## config.mk

```make
export PLATFORM = sky130hd
export DESIGN_NAME = thermo_trigger_ctrl
export DESIGN_NICKNAME = d
export VERILOG_FILES = /design/src/rtl/thermo_pkg.sv /design/src/rtl/thermo_window.sv /design/src/rtl/thermo_engage.sv /design/src/rtl/thermo_satcnt.sv /design/src/rtl/thermo_trigger_ctrl.sv
export SDC_FILE = /design/constraint.sdc
export NUM_CORES = 1
export LEC_CHECK = 0
export BUFFER_PORTS_ARGS = -buffer_cell sky130_fd_sc_hd__buf_2
export CORE_ASPECT_RATIO = 1.1
export CORE_UTILIZATION = 31
export CTS_CLUSTER_DIAMETER = 100
export DETAILED_ROUTE_END_ITERATION = 12
export PLACE_DENSITY = 0.43
export SETUP_SLACK_MARGIN = 0.4
export SYNTH_ARGS = -nofsm -noshare
export SYNTH_HDL_FRONTEND = slang
export SYNTH_SLANG_ARGS = --single-unit
```

## constraint.sdc

```tcl
create_clock -name clk -period 6.3 [get_ports clk]
set_input_delay 0.63 -clock clk [delete_from_list [all_inputs] [get_ports clk]]
set_output_delay 0.63 -clock clk [all_outputs]
set_load 0.02 [all_outputs]
```

## src/rtl/thermo_pkg.sv

```systemverilog
package thermo_pkg;

    // Engagement controller states
    typedef enum logic [1:0] {
        TH_IDLE = 2'd0,
        TH_ARM  = 2'd1,
        TH_HOLD = 2'd2
    } th_state_e;

    // Result of comparing the window total with both levels
    typedef struct packed {
        logic over_trig;
        logic over_emerg;
    } th_cmp_t;

    // Width of a running total of up to 'win' samples of 'pw' bits
    function automatic int unsigned sum_width(int unsigned pw, int unsigned win);
        return pw + $clog2(win + 1);
    endfunction

endpackage

```

## src/rtl/thermo_window.sv

```systemverilog
module thermo_window #(
    parameter int P_W       = 8,
    parameter int LONG_WIN  = 64,
    parameter int SHORT_WIN = 16,
    parameter int SUM_W     = 15
) (
    input  logic             clk,
    input  logic             rst,
    input  logic             smp_valid,
    input  logic [P_W-1:0]   smp,
    output logic [SUM_W-1:0] sum_long,
    output logic [SUM_W-1:0] sum_short
);
    localparam int IDX_W = (LONG_WIN > 1) ? $clog2(LONG_WIN) : 1;

    logic [P_W-1:0]   ring [LONG_WIN];
    logic [IDX_W-1:0] wr_ptr;
    logic [IDX_W-1:0] sh_idx;

    // Slot holding the sample that drops out of the short window
    always_comb begin
        if (int'(wr_ptr) >= SHORT_WIN)
            sh_idx = IDX_W'(int'(wr_ptr) - SHORT_WIN);
        else
            sh_idx = IDX_W'(int'(wr_ptr) + LONG_WIN - SHORT_WIN);
    end

    always_ff @(posedge clk) begin
        if (rst) begin
            for (int i = 0; i < LONG_WIN; i++) ring[i] <= '0;
            wr_ptr    <= '0;
            sum_long  <= '0;
            sum_short <= '0;
        end else if (smp_valid) begin
            ring[wr_ptr] <= smp;
            wr_ptr       <= (int'(wr_ptr) == LONG_WIN - 1) ? '0 : wr_ptr + IDX_W'(1);
            sum_long     <= sum_long  + SUM_W'(smp) - SUM_W'(ring[wr_ptr]);
            sum_short    <= sum_short + SUM_W'(smp) - SUM_W'(ring[sh_idx]);
        end
    end

    initial begin
        if (SHORT_WIN >= LONG_WIN || SHORT_WIN < 1)
            $error("thermo_window: SHORT_WIN must lie in 1..LONG_WIN-1");
    end

    // the short window is a subset of the long one
    p_short_le_long_r2: assert property (@(posedge clk) disable iff (rst)
        sum_short <= sum_long);

    // no strobe, no movement of the window
    p_hold_no_strobe_r2: assert property (@(posedge clk) disable iff (rst)
        !smp_valid |=> ($stable(sum_long) && $stable(sum_short)));

    // write pointer stays inside the ring
    p_ptr_range_r2: assert property (@(posedge clk) disable iff (rst)
        int'(wr_ptr) < LONG_WIN);

endmodule

```

## src/rtl/thermo_engage.sv

```systemverilog
module thermo_engage
    import thermo_pkg::*;
#(
    parameter int DLY_W = 10
) (
    input  logic             clk,
    input  logic             rst,
    input  logic             over_trig,
    input  logic [DLY_W-1:0] init_dly,
    input  logic [DLY_W-1:0] pol_dly,
    output logic             engaged
);
    th_state_e        st;
    logic [DLY_W-1:0] cnt;

    always_ff @(posedge clk) begin
        if (rst) begin
            st  <= TH_IDLE;
            cnt <= '0;
        end else begin
            unique case (st)
                TH_IDLE: begin
                    if (over_trig) begin
                        if (init_dly == '0) begin
                            st  <= TH_HOLD;
                            cnt <= pol_dly;
                        end else begin
                            st  <= TH_ARM;
                            cnt <= init_dly;
                        end
                    end
                end
                TH_ARM: begin
                    if (cnt <= DLY_W'(1)) begin
                        st  <= TH_HOLD;
                        cnt <= pol_dly;
                    end else begin
                        cnt <= cnt - DLY_W'(1);
                    end
                end
                TH_HOLD: begin
                    if (cnt != '0)
                        cnt <= cnt - DLY_W'(1);
                    else if (!over_trig)
                        st <= TH_IDLE;
                    else
                        cnt <= pol_dly;
                end
                default: st <= TH_IDLE;
            endcase
        end
    end

    assign engaged = (st == TH_HOLD);

    // release only after a cool check
    p_release_cool_r8: assert property (@(posedge clk) disable iff (rst)
        $fell(engaged) |-> $past(!over_trig));

    // zero-delay engagement needs a hot estimate one edge earlier
    p_zero_dly_rise_r5: assert property (@(posedge clk) disable iff (rst)
        ($rose(engaged) && $past(st) == TH_IDLE) |-> $past(over_trig));

    // arming always ends in engagement
    p_arm_to_hold_r6: assert property (@(posedge clk) disable iff (rst)
        (st == TH_ARM && cnt <= DLY_W'(1)) |=> engaged);

endmodule

```

## src/rtl/thermo_satcnt.sv

```systemverilog
module thermo_satcnt #(
    parameter int W = 12
) (
    input  logic         clk,
    input  logic         rst,
    input  logic         inc,
    output logic [W-1:0] cnt
);
    always_ff @(posedge clk) begin
        if (rst)
            cnt <= '0;
        else if (inc && !(&cnt))
            cnt <= cnt + W'(1);
    end

    // a full counter stays full
    p_sat_hold_r10: assert property (@(posedge clk) disable iff (rst)
        (&cnt) |=> (&cnt));

    // the count never moves by more than one step
    p_single_step_r11: assert property (@(posedge clk) disable iff (rst)
        (cnt == $past(cnt)) || (cnt == $past(cnt) + W'(1)));

endmodule

```

## src/rtl/thermo_trigger_ctrl.sv

```systemverilog
module thermo_trigger_ctrl
    import thermo_pkg::*;
#(
    parameter int P_W       = 8,
    parameter int LONG_WIN  = 64,
    parameter int SHORT_WIN = 16,
    parameter int DLY_W     = 10,
    parameter int CNT_W     = 12,
    parameter int AMT_W     = 4
) (
    input  logic             clk,
    input  logic             rst,
    input  logic             smp_valid,
    input  logic [P_W-1:0]   smp_pwr,
    input  logic             cfg_win_long,
    input  logic [P_W-1:0]   cfg_thr_trig,
    input  logic [P_W-1:0]   cfg_thr_emerg,
    input  logic [DLY_W-1:0] cfg_init_dly,
    input  logic [DLY_W-1:0] cfg_pol_dly,
    input  logic [AMT_W-1:0] cfg_thr_amt,
    output logic             throttle_o,
    output logic [AMT_W-1:0] throttle_amt_o,
    output logic             emergency_o,
    output logic [CNT_W-1:0] trig_cycles_o,
    output logic [CNT_W-1:0] emerg_cycles_o
);
    localparam int SUM_W = sum_width(P_W, LONG_WIN);
    localparam int N_CNT = 2;

    logic [SUM_W-1:0] sum_long, sum_short, sum_sel, win_len;
    logic [SUM_W-1:0] lim_trig, lim_emerg;
    th_cmp_t          cmp;
    logic             engaged;

    thermo_window #(
        .P_W(P_W), .LONG_WIN(LONG_WIN), .SHORT_WIN(SHORT_WIN), .SUM_W(SUM_W)
    ) u_win (
        .clk(clk), .rst(rst), .smp_valid(smp_valid), .smp(smp_pwr),
        .sum_long(sum_long), .sum_short(sum_short)
    );

    // Compare total against level x length instead of dividing
    always_comb begin
        win_len       = cfg_win_long ? SUM_W'(LONG_WIN) : SUM_W'(SHORT_WIN);
        sum_sel       = cfg_win_long ? sum_long : sum_short;
        lim_trig      = SUM_W'(cfg_thr_trig)  * win_len;
        lim_emerg     = SUM_W'(cfg_thr_emerg) * win_len;
        cmp.over_trig  = sum_sel > lim_trig;
        cmp.over_emerg = sum_sel > lim_emerg;
    end

    thermo_engage #(.DLY_W(DLY_W)) u_eng (
        .clk(clk), .rst(rst), .over_trig(cmp.over_trig),
        .init_dly(cfg_init_dly), .pol_dly(cfg_pol_dly), .engaged(engaged)
    );

    assign throttle_o     = engaged;
    assign throttle_amt_o = engaged ? cfg_thr_amt : '0;
    assign emergency_o    = cmp.over_emerg;

    logic [N_CNT-1:0] inc_vec;
    logic [CNT_W-1:0] cnt_val [N_CNT];
    assign inc_vec = {emergency_o, throttle_o};

    for (genvar g = 0; g < N_CNT; g++) begin : g_cnt
        thermo_satcnt #(.W(CNT_W)) u_cnt (
            .clk(clk), .rst(rst), .inc(inc_vec[g]), .cnt(cnt_val[g])
        );
    end

    assign trig_cycles_o  = cnt_val[0];
    assign emerg_cycles_o = cnt_val[1];

    // outputs quiet right after reset
    p_reset_quiet_r1: assert property (@(posedge clk) disable iff (rst)
        $fell(rst) |-> (!throttle_o && !emergency_o &&
                        trig_cycles_o == '0 && emerg_cycles_o == '0));

    // emergency level above trigger level implies trigger condition
    p_emerg_implies_trig_r4: assert property (@(posedge clk) disable iff (rst)
        (emergency_o && cfg_thr_emerg >= cfg_thr_trig) |-> cmp.over_trig);

    // no amount is forwarded while idle
    p_amt_idle_r9: assert property (@(posedge clk) disable iff (rst)
        !throttle_o |-> (throttle_amt_o == '0));

    // a throttled cycle advances the counter unless saturated
    p_trig_count_r10: assert property (@(posedge clk) disable iff (rst)
        (throttle_o && !(&trig_cycles_o)) |=> (trig_cycles_o != $past(trig_cycles_o)));

endmodule

```

### Word level (Yosys, flattened, before mapping)

Memory sizes are Yosys's and may differ from the RTL's. A register that Yosys moved wholly into a read port is not among the register bits.
Index checks and enable logic that the tools add are counted.

| cells by class | value |
|---|---|
| add/sub/neg operators | 11 |
| multipliers | 2 |
| order comparisons | 4 |
| equal/unequal tests | 8 |
| muxes and demuxes | 27 |
| reductions and logical operators | 13 |

Operators by type and width:

| cell | count |
|---|---|
| two-way mux 10 bit | 5 |
| adder 15 x 8 -> 15 bit | 2 |
| greater-than comparator 15 bit | 2 |
| multiplier 8 x 7 -> 15 bit | 2 |
| two-way mux 6 bit | 5 |
| one-hot mux 10 bit (3 select lines) | 1 |
| subtractor 15 x 8 -> 15 bit | 2 |
| adder 12 x 1 -> 12 bit (second input constant) | 2 |
| AND reduction 12 bit | 2 |
| two-way mux 15 bit | 1 |
| adder 6 x 1 -> 6 bit (second input constant) | 2 |
| <= comparator 10 x 1 -> 1 bit (second input constant) | 1 |
| logical NOT 10 bit | 1 |
| two-way mux 2 bit | 5 |
| nonzero test 10 bit | 1 |
| subtractor 10 x 1 -> 10 bit (second input constant) | 1 |
| two-way mux 8 bit | 1 |
| OR reduction 8 bit | 1 |
| two-way mux 7 bit | 1 |
| equality test 6 x 1 -> 1 bit (second input constant) | 1 |
| greater-or-equal comparator 6 x 5 -> 1 bit (second input constant) | 1 |
| two-way mux 1 bit | 6 |
| one-hot mux 2 bit (3 select lines) | 1 |
| subtractor 6 x 5 -> 6 bit (second input constant) | 1 |
| other kinds (13) | 17 |

| word-level totals | value |
|---|---|
| register bits | 72 |
| memory bits (writable) | 512 |
| bits of input ports | 52 |
| output and inout port bits | 30 |
| logic and storage cells | 73 |
| memories | 1 |

Memories:

| memory | words | bits a word | read ports | clocked after memory_dff | wr ports | line | RTL |
|---|---|---|---|---|---|---|---|
| u_win.ring | 64 | 8 | 2 | 1 | 64 | thermo_window.sv:16 | `logic [P_W-1:0] ring [LONG_WIN];` |

### Longest topological paths before layout

Gate-level depths: netlist (run 1).

| logic depth | value |
|---|---|
| depth after elaboration | 6 |
| gate-level depth with buffers | 20 |
| gate-level depth less buffers | 17 |

### Hierarchy

From an unflattened synthesis (run 1), not the netlist that was laid out.

| second synthesis, totals | value |
|---|---|
| cell total of the unflattened synthesis | 3064 |
| area, all modules | 35275.1 um^2 |

Modules (own cells, without submodules):

| module | times used | cells each | area an instance (um^2) | sequential area each (um^2) |
|---|---|---|---|---|
| thermo_window | 1 | 2617 | 31288.8 | 16215.6 |
| thermo_trigger_ctrl | 1 | 179 | 1579.0 | 0.0 |
| thermo_satcnt | 2 | 67 | 631.9 | 240.2 |
| thermo_engage | 1 | 134 | 1143.6 | 240.2 |

### Worst setup path after synthesis (run 1)

OpenSTA, ideal clock, no wires.

| path | value |
|---|---|
| path kind | input to output |
| from | in cfg_win_long |
| to | out emergency_o |
| arrival time | 4.697 ns |
| data required time | 5.670 ns |
| setup slack | 0.973 ns |
| cell stages on the path | 17 |
| path buffers | 4 |
| cells stage by stage | buf_2 buf_1 mux2_2 ha_1 ha_1 ha_1 fa_1 a21o_1 a21oi_1 xnor2_1 ha_1 nand4_1 or2_0 o221a_2 clkbuf_1 clkbuf_1 nor2_1 |

| on the way | value |
|---|---|
| word-level cells in the longest chain between the ends | 3 |
| elaborated cells between the ends (all ways) | 4 |
| those cells by class | mul (1); order compare (1); mux (2) |

Ends and longest elaborated chain:

| what | line | RTL |
|---|---|---|
| start, declared | thermo_trigger_ctrl.sv:15 | `input logic cfg_win_long,` |
| two-way mux 7 bit | thermo_trigger_ctrl.sv:44 | `win_len = cfg_win_long ? SUM_W'(LONG_WIN) : SUM_W'(SHORT_WIN);` |
| multiplier 8 x 7 -> 15 bit | thermo_trigger_ctrl.sv:47 | `lim_emerg = SUM_W'(cfg_thr_emerg) * win_len;` |
| greater-than comparator 15 bit (*) | thermo_trigger_ctrl.sv:49 | `cmp.over_emerg = sum_sel > lim_emerg;` |
| end, declared | thermo_trigger_ctrl.sv:23 | `output logic emergency_o,` |

Every way passes the cells marked *; elsewhere a longest branch is shown, timed or not.

### Worst setup path after layout (run 1)

| path | value |
|---|---|
| from | reg u_win.wr_ptr[2] |
| to | reg u_win.sum_short[14] |

| on the way | value |
|---|---|
| word-level cells in the longest chain between the ends | 5 |
| elaborated cells between the ends (all ways) | 7 |
| those cells by class | add/sub (4); order compare (1); mux (1); memory (1) |

Ends and longest elaborated chain:

| what | line | RTL |
|---|---|---|
| start, declared | thermo_window.sv:17 | `logic [IDX_W-1:0] wr_ptr;` |
| start signal, assigned | thermo_window.sv:36 | `wr_ptr <= (int'(wr_ptr) == LONG_WIN - 1) ? '0 : wr_ptr + IDX_W'(1);` |
| adder 6 x 1 -> 6 bit | thermo_window.sv:25 | `sh_idx = IDX_W'(int'(wr_ptr) + LONG_WIN - SHORT_WIN);` |
| subtractor 6 bit | thermo_window.sv:25 |  |
| two-way mux 6 bit (*) | thermo_window.sv:22 | `if (int'(wr_ptr) >= SHORT_WIN)` |
| memory (64 x 8 bit) (*) | n/a |  |
| subtractor 15 x 8 -> 15 bit (*) | thermo_window.sv:38 | `sum_short <= sum_short + SUM_W'(smp) - SUM_W'(ring[sh_idx]);` |
| end signal, assigned | thermo_window.sv:38 |  |
| end, declared | thermo_window.sv:12 | `output logic [SUM_W-1:0] sum_short` |

Marked as above.
A chain may end at the register's enable or synchronous reset.

==> results of run 1 <==
-- cell type report --
type	instances	area [sq um]
Fill cell	11000	71800
Multi-Input combinational cell	1991	16500
Timing Repair Buffer	189	1320
Clock buffer	99	2050
Inverter	96	360
Clock inverter	32	358
Tap cell	1495	1870
Sequential cell	590	17000
-- layer usage --
layer / vias up / global-route usage [%] / share of wire (%) / wire length [um]
met5: - / 0 / 0.020 / 27
met4: 4 / 9.66 / 4.1 / 5470
met3: 257 / 3.15 / 6.5 / 8720
met2: 1228 / 38.4 / 48 / 64300
met1: 13700 / 30.9 / 42 / 56000
li1: 11300 / - / - / -
-- cells in the mapped netlist (all sizes together) (6+ instances only) --
cell	count	area, sq um
edfxtp	512	15400
nor3	407	2040
mux4	194	4370
nor2	167	629
clkbuf	164	616
and2	147	920
buf	133	643
nand2	111	417
ha	105	1310
inv	95	357
a21oi	94	470
dfxtp	78	1560
o21ai	75	375
mux2	73	822
or2	66	413
mux2i	58	581
a22oi	53	398
a221oi	28	258
o211ai	28	210
xnor2	27	236
a211oi	25	198
nor2b	23	144
a22o	22	193
nand3	22	110
fa	19	380
a21o	17	128
a211o	16	140
or3	15	93.8
a221o	13	130
o21a	13	97.6
nand2b	12	75.1
nand4	12	75.1
xor2	12	105
a31oi	11	68.8
a32o	11	110
and3	10	62.6
nor4	10	62.6
o31ai	8	73.8
or4	7	52.6
a32oi	6	52.6
o221ai	6	52.6
-- power by group through the flow --
stage	clock network (mW)	registers, mW	logic [mW]
5_1_grt	4.52	4.68	3.45
2_1_floorplan	0	4.64	2.24
3_5_place_dp	0	4.74	3.13
4_1_cts	4.39	4.66	3.14
3_3_place_gp	0	4.73	3.09
6_report	4.33	4.66	3.15
-- cell families after synthesis --
kind of cell	Yosys count	synth area share, %
and+or+nand+nor	1021	14.8
buffers and inverters	393	4.64
DFF	590	48.5
adders and majority gates	124	4.85
muxes	325	16.5
xor gates and xnor gates	39	0.978
AOI/OAI and AO/OA	473	9.64
other	1	0.0107
-- worst max-delay path, cell delays in order (launching register included) --
cell	delay [ns]
dfxtp_4	0.86
nor2b_2	0.29
buf_4	0.26
a22oi_1	0.13
a21oi_1	0.32
a211oi_1	0.10
buf_4	0.17
a2111oi_1	0.69
a311o_1	0.29
ha_1	0.25
inv_1	0.05
ha_1	0.17
inv_1	0.07
fa_1	0.44
nor2b_1	0.21
o31a_1	0.23
o31a_1	0.24
a21oi_1	0.13
mux2i_1	0.18
mux2_2	0.34
-- metrics by stage --
| step | std cells | util (%) | worst slack, ns |
|---|---|---|---|
| 3_3_place_gp | 4361 | 33.3 | 0.720 |
| 3_5_place_dp | 4361 | 33.3 | 0.764 |
| 6_report | 4492 | 35.4 | 0.696 |
| 5_1_grt | 4492 | 35.4 | 0.509 |
| 4_1_cts | 4492 | 35.4 | 0.713 |
| 2_1_floorplan | 2974 | - | 0.973 |
-- cell usage in the layout (no fill, tap or decap), types with 19 or more instances in the layout --
| cell type | n |
|---|---|
| ha_1 | 105 |
| o21ai_0 | 75 |
| clkbuf_16 | 76 |
| mux4_2 | 194 |
| or2_2 | 65 |
| dfxtp_1 | 70 |
| a22o_1 | 22 |
| buf_2 | 78 |
| nor2b_1 | 20 |
| nor2_1 | 163 |
| nand3_1 | 22 |
| a21oi_1 | 94 |
| fa_1 | 19 |
| mux2_2 | 73 |
| inv_1 | 89 |
| and2_1 | 147 |
| a22oi_1 | 53 |
| nor3_1 | 406 |
| mux2i_1 | 58 |
| a221oi_1 | 26 |
| o211ai_1 | 28 |
| edfxtp_1 | 512 |
| xnor2_1 | 27 |
| buf_4 | 103 |
| nand2_1 | 95 |
| a211oi_1 | 23 |
-- path summary, 6_finish.rpt --
kind,startpoint,end,cells past startpoint
hold reg to reg,u_win.sum_long[4],u_win.sum_long[4],2
setup reg to reg,u_win.wr_ptr[2],u_win.sum_short[14],19
hold / removal,cfg_init_dly[2],u_eng.cnt[2],3
setup / recovery,u_win.wr_ptr[2],u_win.sum_short[14],19
-- flip-flops by register name, summed over array words and instances, names as in the netlist, named ones only --
name             flops
u_win.wr_ptr         6
u_win.sum_short     15
g_cnt.u_cnt.cnt     24
u_eng.cnt           10
u_win.ring         512
u_win.sum_long      15
u_eng.st             2
==> results.toml, run 1 <==
[outcome]
status = "finished clean"

[cts]
postCtsSetupBuffers = 0
cts_buffer_depth = 3
htree_levels = 3
clk_transition_reported_paths_ns = 0.06
holdBufCountCts = 0
clkLatencyLatePin_ns = 0.65
cts_resized = 0
numCtsBuffers = 72
clkSinkCount = 590
clk_root_buffer_cell = "clkbuf_16"
cts_tree = "done"

[power_and_ir_drop]
swShare_pct = 31.8
total_power_mw = 12.1
p_int_mw = 8.28
p_clk_share_pct = 35.7
switchingPower_mw = 3.86
p_leak_nw = 13.5
p_comb_share_pct = 25.9
ir_worst_vdd_v = 0.000199
seqPwrFrac_pct = 38.4
power_density_nw_per_um2 = 308

[setup_path]
worst-endpoint-arrival_ns = 6.14
endpoint_kind = "register"
r2r_slack_ns = 0.70
worst-setup-path-type = "register to register"
crit_fanout = 41
start_kind = "register"
required_ns = 6.83

[grt]
grt-ovfl-total = 0
grt_pass1_wl_um = 193000
grt_max_degree = 67
track_usage_pct = 23.4
antenna_found_initial = 2
grt_pass1_vias = 26300

[sta]
worst_pin_slew_ns = 1.00
final_hold_viol_count = 0
slew_headroom_pct = 33.1
fin_hold_ws_ns = 0.339
skew_ns = 0.0343
finalCriticalPeriod_ns = 5.60
finalSetupTns_ns = 0
max_freq_mhz = 178
drv_slew = 0
rsz0062_at_grt = "no"
finalCritPeriodShare_pct = 89.0
setup_viol = 0

[finish]
area_growth_pct = 12.8
diodes = 0
nNetsFinal = 3116
final_area_sq_um = 39400
final_layout_size_suffix_gt1_share_pct = 22.5

[routing]
remaining_drc_errors = 0
num_vias = 26500
firstDrtPassIters = 6
drt_wl_total_um = 135000
wl_per_cell_um = 29.9
routed_via_density = 5.90
ant_nets = 0
first_iter_violations = 3080

[synthesis]
yosysSeqAreaShare_pct = 48.5
yosysWarnings = 0
ys_seq_elements = 590
netlist_area_sq_um = 34900
synth_edf_count = 512
synth_cell_type_count = 76
postSynth.asyncResetShare_pct = 0
syn_inst = 2966
syn_area_per_cell_sq_um = 11.8
yosys_most_used_dff = "edfxtp_1"

[placed_design]
portBuffers = 81
gp_congestion = 0.909
placed_area_sq_um = 37000
hpwl_um = 89100

[min_path]
hold_class = "input port to register"

[die]
start_util_pct = 31.4
die_width_um = 322
rows = 128
die_h_um = 354
ios = 82
dieArea_sq_um = 114000
core_area_sq_um = 111000

[flow_run]
drv_cap = 0
Power figures use the tool's default switching activity.
==> run 2, diff against run 1 <==
clock period = 5.4 ns   (was 6.3 ns; I/O delays follow)
==> run 2 against run 1 <==
Against the previous run: design area is 2.8% higher; register-to-register slack worse by 0.27 ns; sequential share of layout area is 1.2 points lower; combinational power is 27% higher; wire length is 2.3% higher.
==> results.toml, run 2 (synthesis results as in run 1) <==
[setup_path]
worst-setup-path-type = "register to register"
start_kind = "register"
endpoint = "u_win.sum_short[8]"
critical_path.max_stage_delay_ns = 0.69
worst-endpoint-arrival_ns = 5.48
cp_slowest_cell = "a211oi_1"
cp_cell_sequence = "buf_4 > buf_4 > buf_16 > nor2b_1 > buf_4 > a22oi_1 > nand2_1 > a21oi_1 > a211oi_1 > nor4_1 > buf_4 > fa_1 > ha_1 > o21a_1 > o31a_1 > o31a_1 > buf_4 > o21a_1 > or3_1 > o311ai_0"
crit_fanout = 13
required_ns = 5.91
crit_path_frequent_cell = "buf_4"
r2r.worst_path.cells = 20
endpoint_kind = "register"
r2r-start = "u_win.wr_ptr[2]"
r2r_slack_ns = 0.43
startpoint = "u_win.wr_ptr[2]"
r2r_end = "u_win.sum_short[8]"

[sta]
drv_slew = 0
rsz0062_at_grt = "yes"
finalCritPeriodShare_pct = 92.0
worst_pin_slew_ns = 1.18
slew_headroom_pct = 20.7
skew_ns = 0.0294
finalCriticalPeriod_ns = 4.97
final_hold_viol_count = 0
finalSetupTns_ns = 0
setup_viol = 0
max_freq_mhz = 201

[die]
core_area_sq_um = 111000
dieArea_sq_um = 114000
ios = 82
start_util_pct = 31.4
rows = 128
die_width_um = 322
die_h_um = 354

[routing]
remaining_drc_errors = 0
firstDrtPassIters = 5
ant_nets = 0
first_iter_violations = 2614
drt_wl_total_um = 138000
wl_per_cell_um = 30.1
routed_via_density = 5.84
num_vias = 26700

[cts]
clk_root_buffer_cell = "clkbuf_16"
clk_transition_reported_paths_ns = 0.06
clkSinkCount = 590
holdBufCountCts = 0
clkLatencyLatePin_ns = 0.65
numCtsBuffers = 73
htree_levels = 3
cts_tree = "done"
cts_buffer_depth = 3

[outcome]
status = "finished clean"

[power_and_ir_drop]
power_density_nw_per_um2 = 353
ir_worst_vdd_v = 0.000251
p_leak_nw = 14.0
total_power_mw = 14.3

[finish]
final_layout_size_suffix_gt1_share_pct = 24.9
area_growth_pct = 16.0
layout_commonest_cell = "edfxtp_1"
final_cells = 4578
nNetsFinal = 3200
largest_reg_flops = 512
layout_common_cells = "edfxtp_1 (512), nor3_1 (406), mux4_2 (194)"
reg_top3 = "u_win.ring (512), g_cnt.u_cnt.cnt (24)"
largest_register = "u_win.ring"

[min_path]
hold_class = "input port to register"

[grt]
grt_max_degree = 88
antenna_found_initial = 0
grt_pass1_wl_um = 196000
grt_pass1_vias = 26700
grt-ovfl-total = 0
track_usage_pct = 23.7

[placed_design]
hpwl_um = 91300
place_inst = 4397
gp_congestion = 0.886
portBuffers = 81

[flow_run]
drv_cap = 0
[run 2: cell types whose count changed in the layout (fill, tap and decap cells not counted), moves of 4 or more]
cell	previous run	this run
buf_16	0	5
clkbuf_16	76	80
buf_12	8	34
clkinv_2	6	10
clkbuf_8	6	1
clkinv_1	11	21
buf_6	0	4
buf_4	103	143
[run 2: critical path: cells and delay by family, from the launching register on]
kind / cells / cell delay (ns)
simple gates: 4 / 0.81
buf+inv: 6 / 1.08
fa+ha+maj: 2 / 0.78
compound gates: 8 / 1.78
flops: 1 / 0.35
[run 2: where the power goes]
group	internal, mW	switching (mW)	total, mW
sequential	5.20	0.224	5.42
combinational	1.69	2.33	4.01
clock	2.78	2.07	4.85
total	9.66	4.62	14.3
[run 2: what timing repair did]
item	in CTS	in global routing
endpoints found under the setup margin	8	15
buffers inserted	5	37
pin swaps	0	7
gates resized for setup	7	27
cloned	1	4
[run 2: how the worst min path moves through the flow]
stage,startpoint,end,slack [ns],depth (start not counted)
2_1_floorplan,u_win.sum_short[10],u_win.sum_short[10],0.45,2
3_3_place_gp,u_win.sum_long[4],u_win.sum_long[4],0.48,2
3_5_place_dp,u_win.sum_long[6],u_win.sum_long[6],0.48,2
4_1_cts,cfg_init_dly[5],u_eng.cnt[5],0.22,3
5_1_grt,cfg_init_dly[4],u_eng.cnt[4],0.26,3
6_report,cfg_init_dly[5],u_eng.cnt[5],0.26,3
[run 2: final cells by class]
type / instances / area [sq um]
Fill cell: 11000 / 70600
Sequential cell: 590 / 17000
Multi-Input combinational cell: 1991 / 16600
Timing Repair Buffer: 272 / 2470
Clock buffer: 92 / 1970
Tap cell: 1495 / 1870
Inverter: 96 / 360
Clock inverter: 41 / 303
Antenna cell: 1 / 2.50
[run 2: layer usage]
| metal | global-route usage (%) | up-vias | part of all wire [%] |
|---|---|---|---|
| li1 | - | 11500 | - |
| met1 | 30.2 | 13800 | 40 |
| met2 | 39.4 | 1179 | 49 |
| met3 | 3.50 | 260 | 6.5 |
| met4 | 11.0 | 0 | 4.5 |
| met5 | 0 | - | 0 |
[run 2: metrics by stage]
step                      setup WS (ns)  hold slack [ns]  instance area (sq um)  util (%)
after global routing              0.363            0.260                  40500      36.4
after CTS                         0.422            0.222                  39900      35.9
final                             0.430            0.263                  40500      36.4
after global placement           0.0528            0.476                  37500      33.7
after floorplan                   0.475            0.453                  35000         -
after detailed placement         0.0429            0.477                  37500      33.7
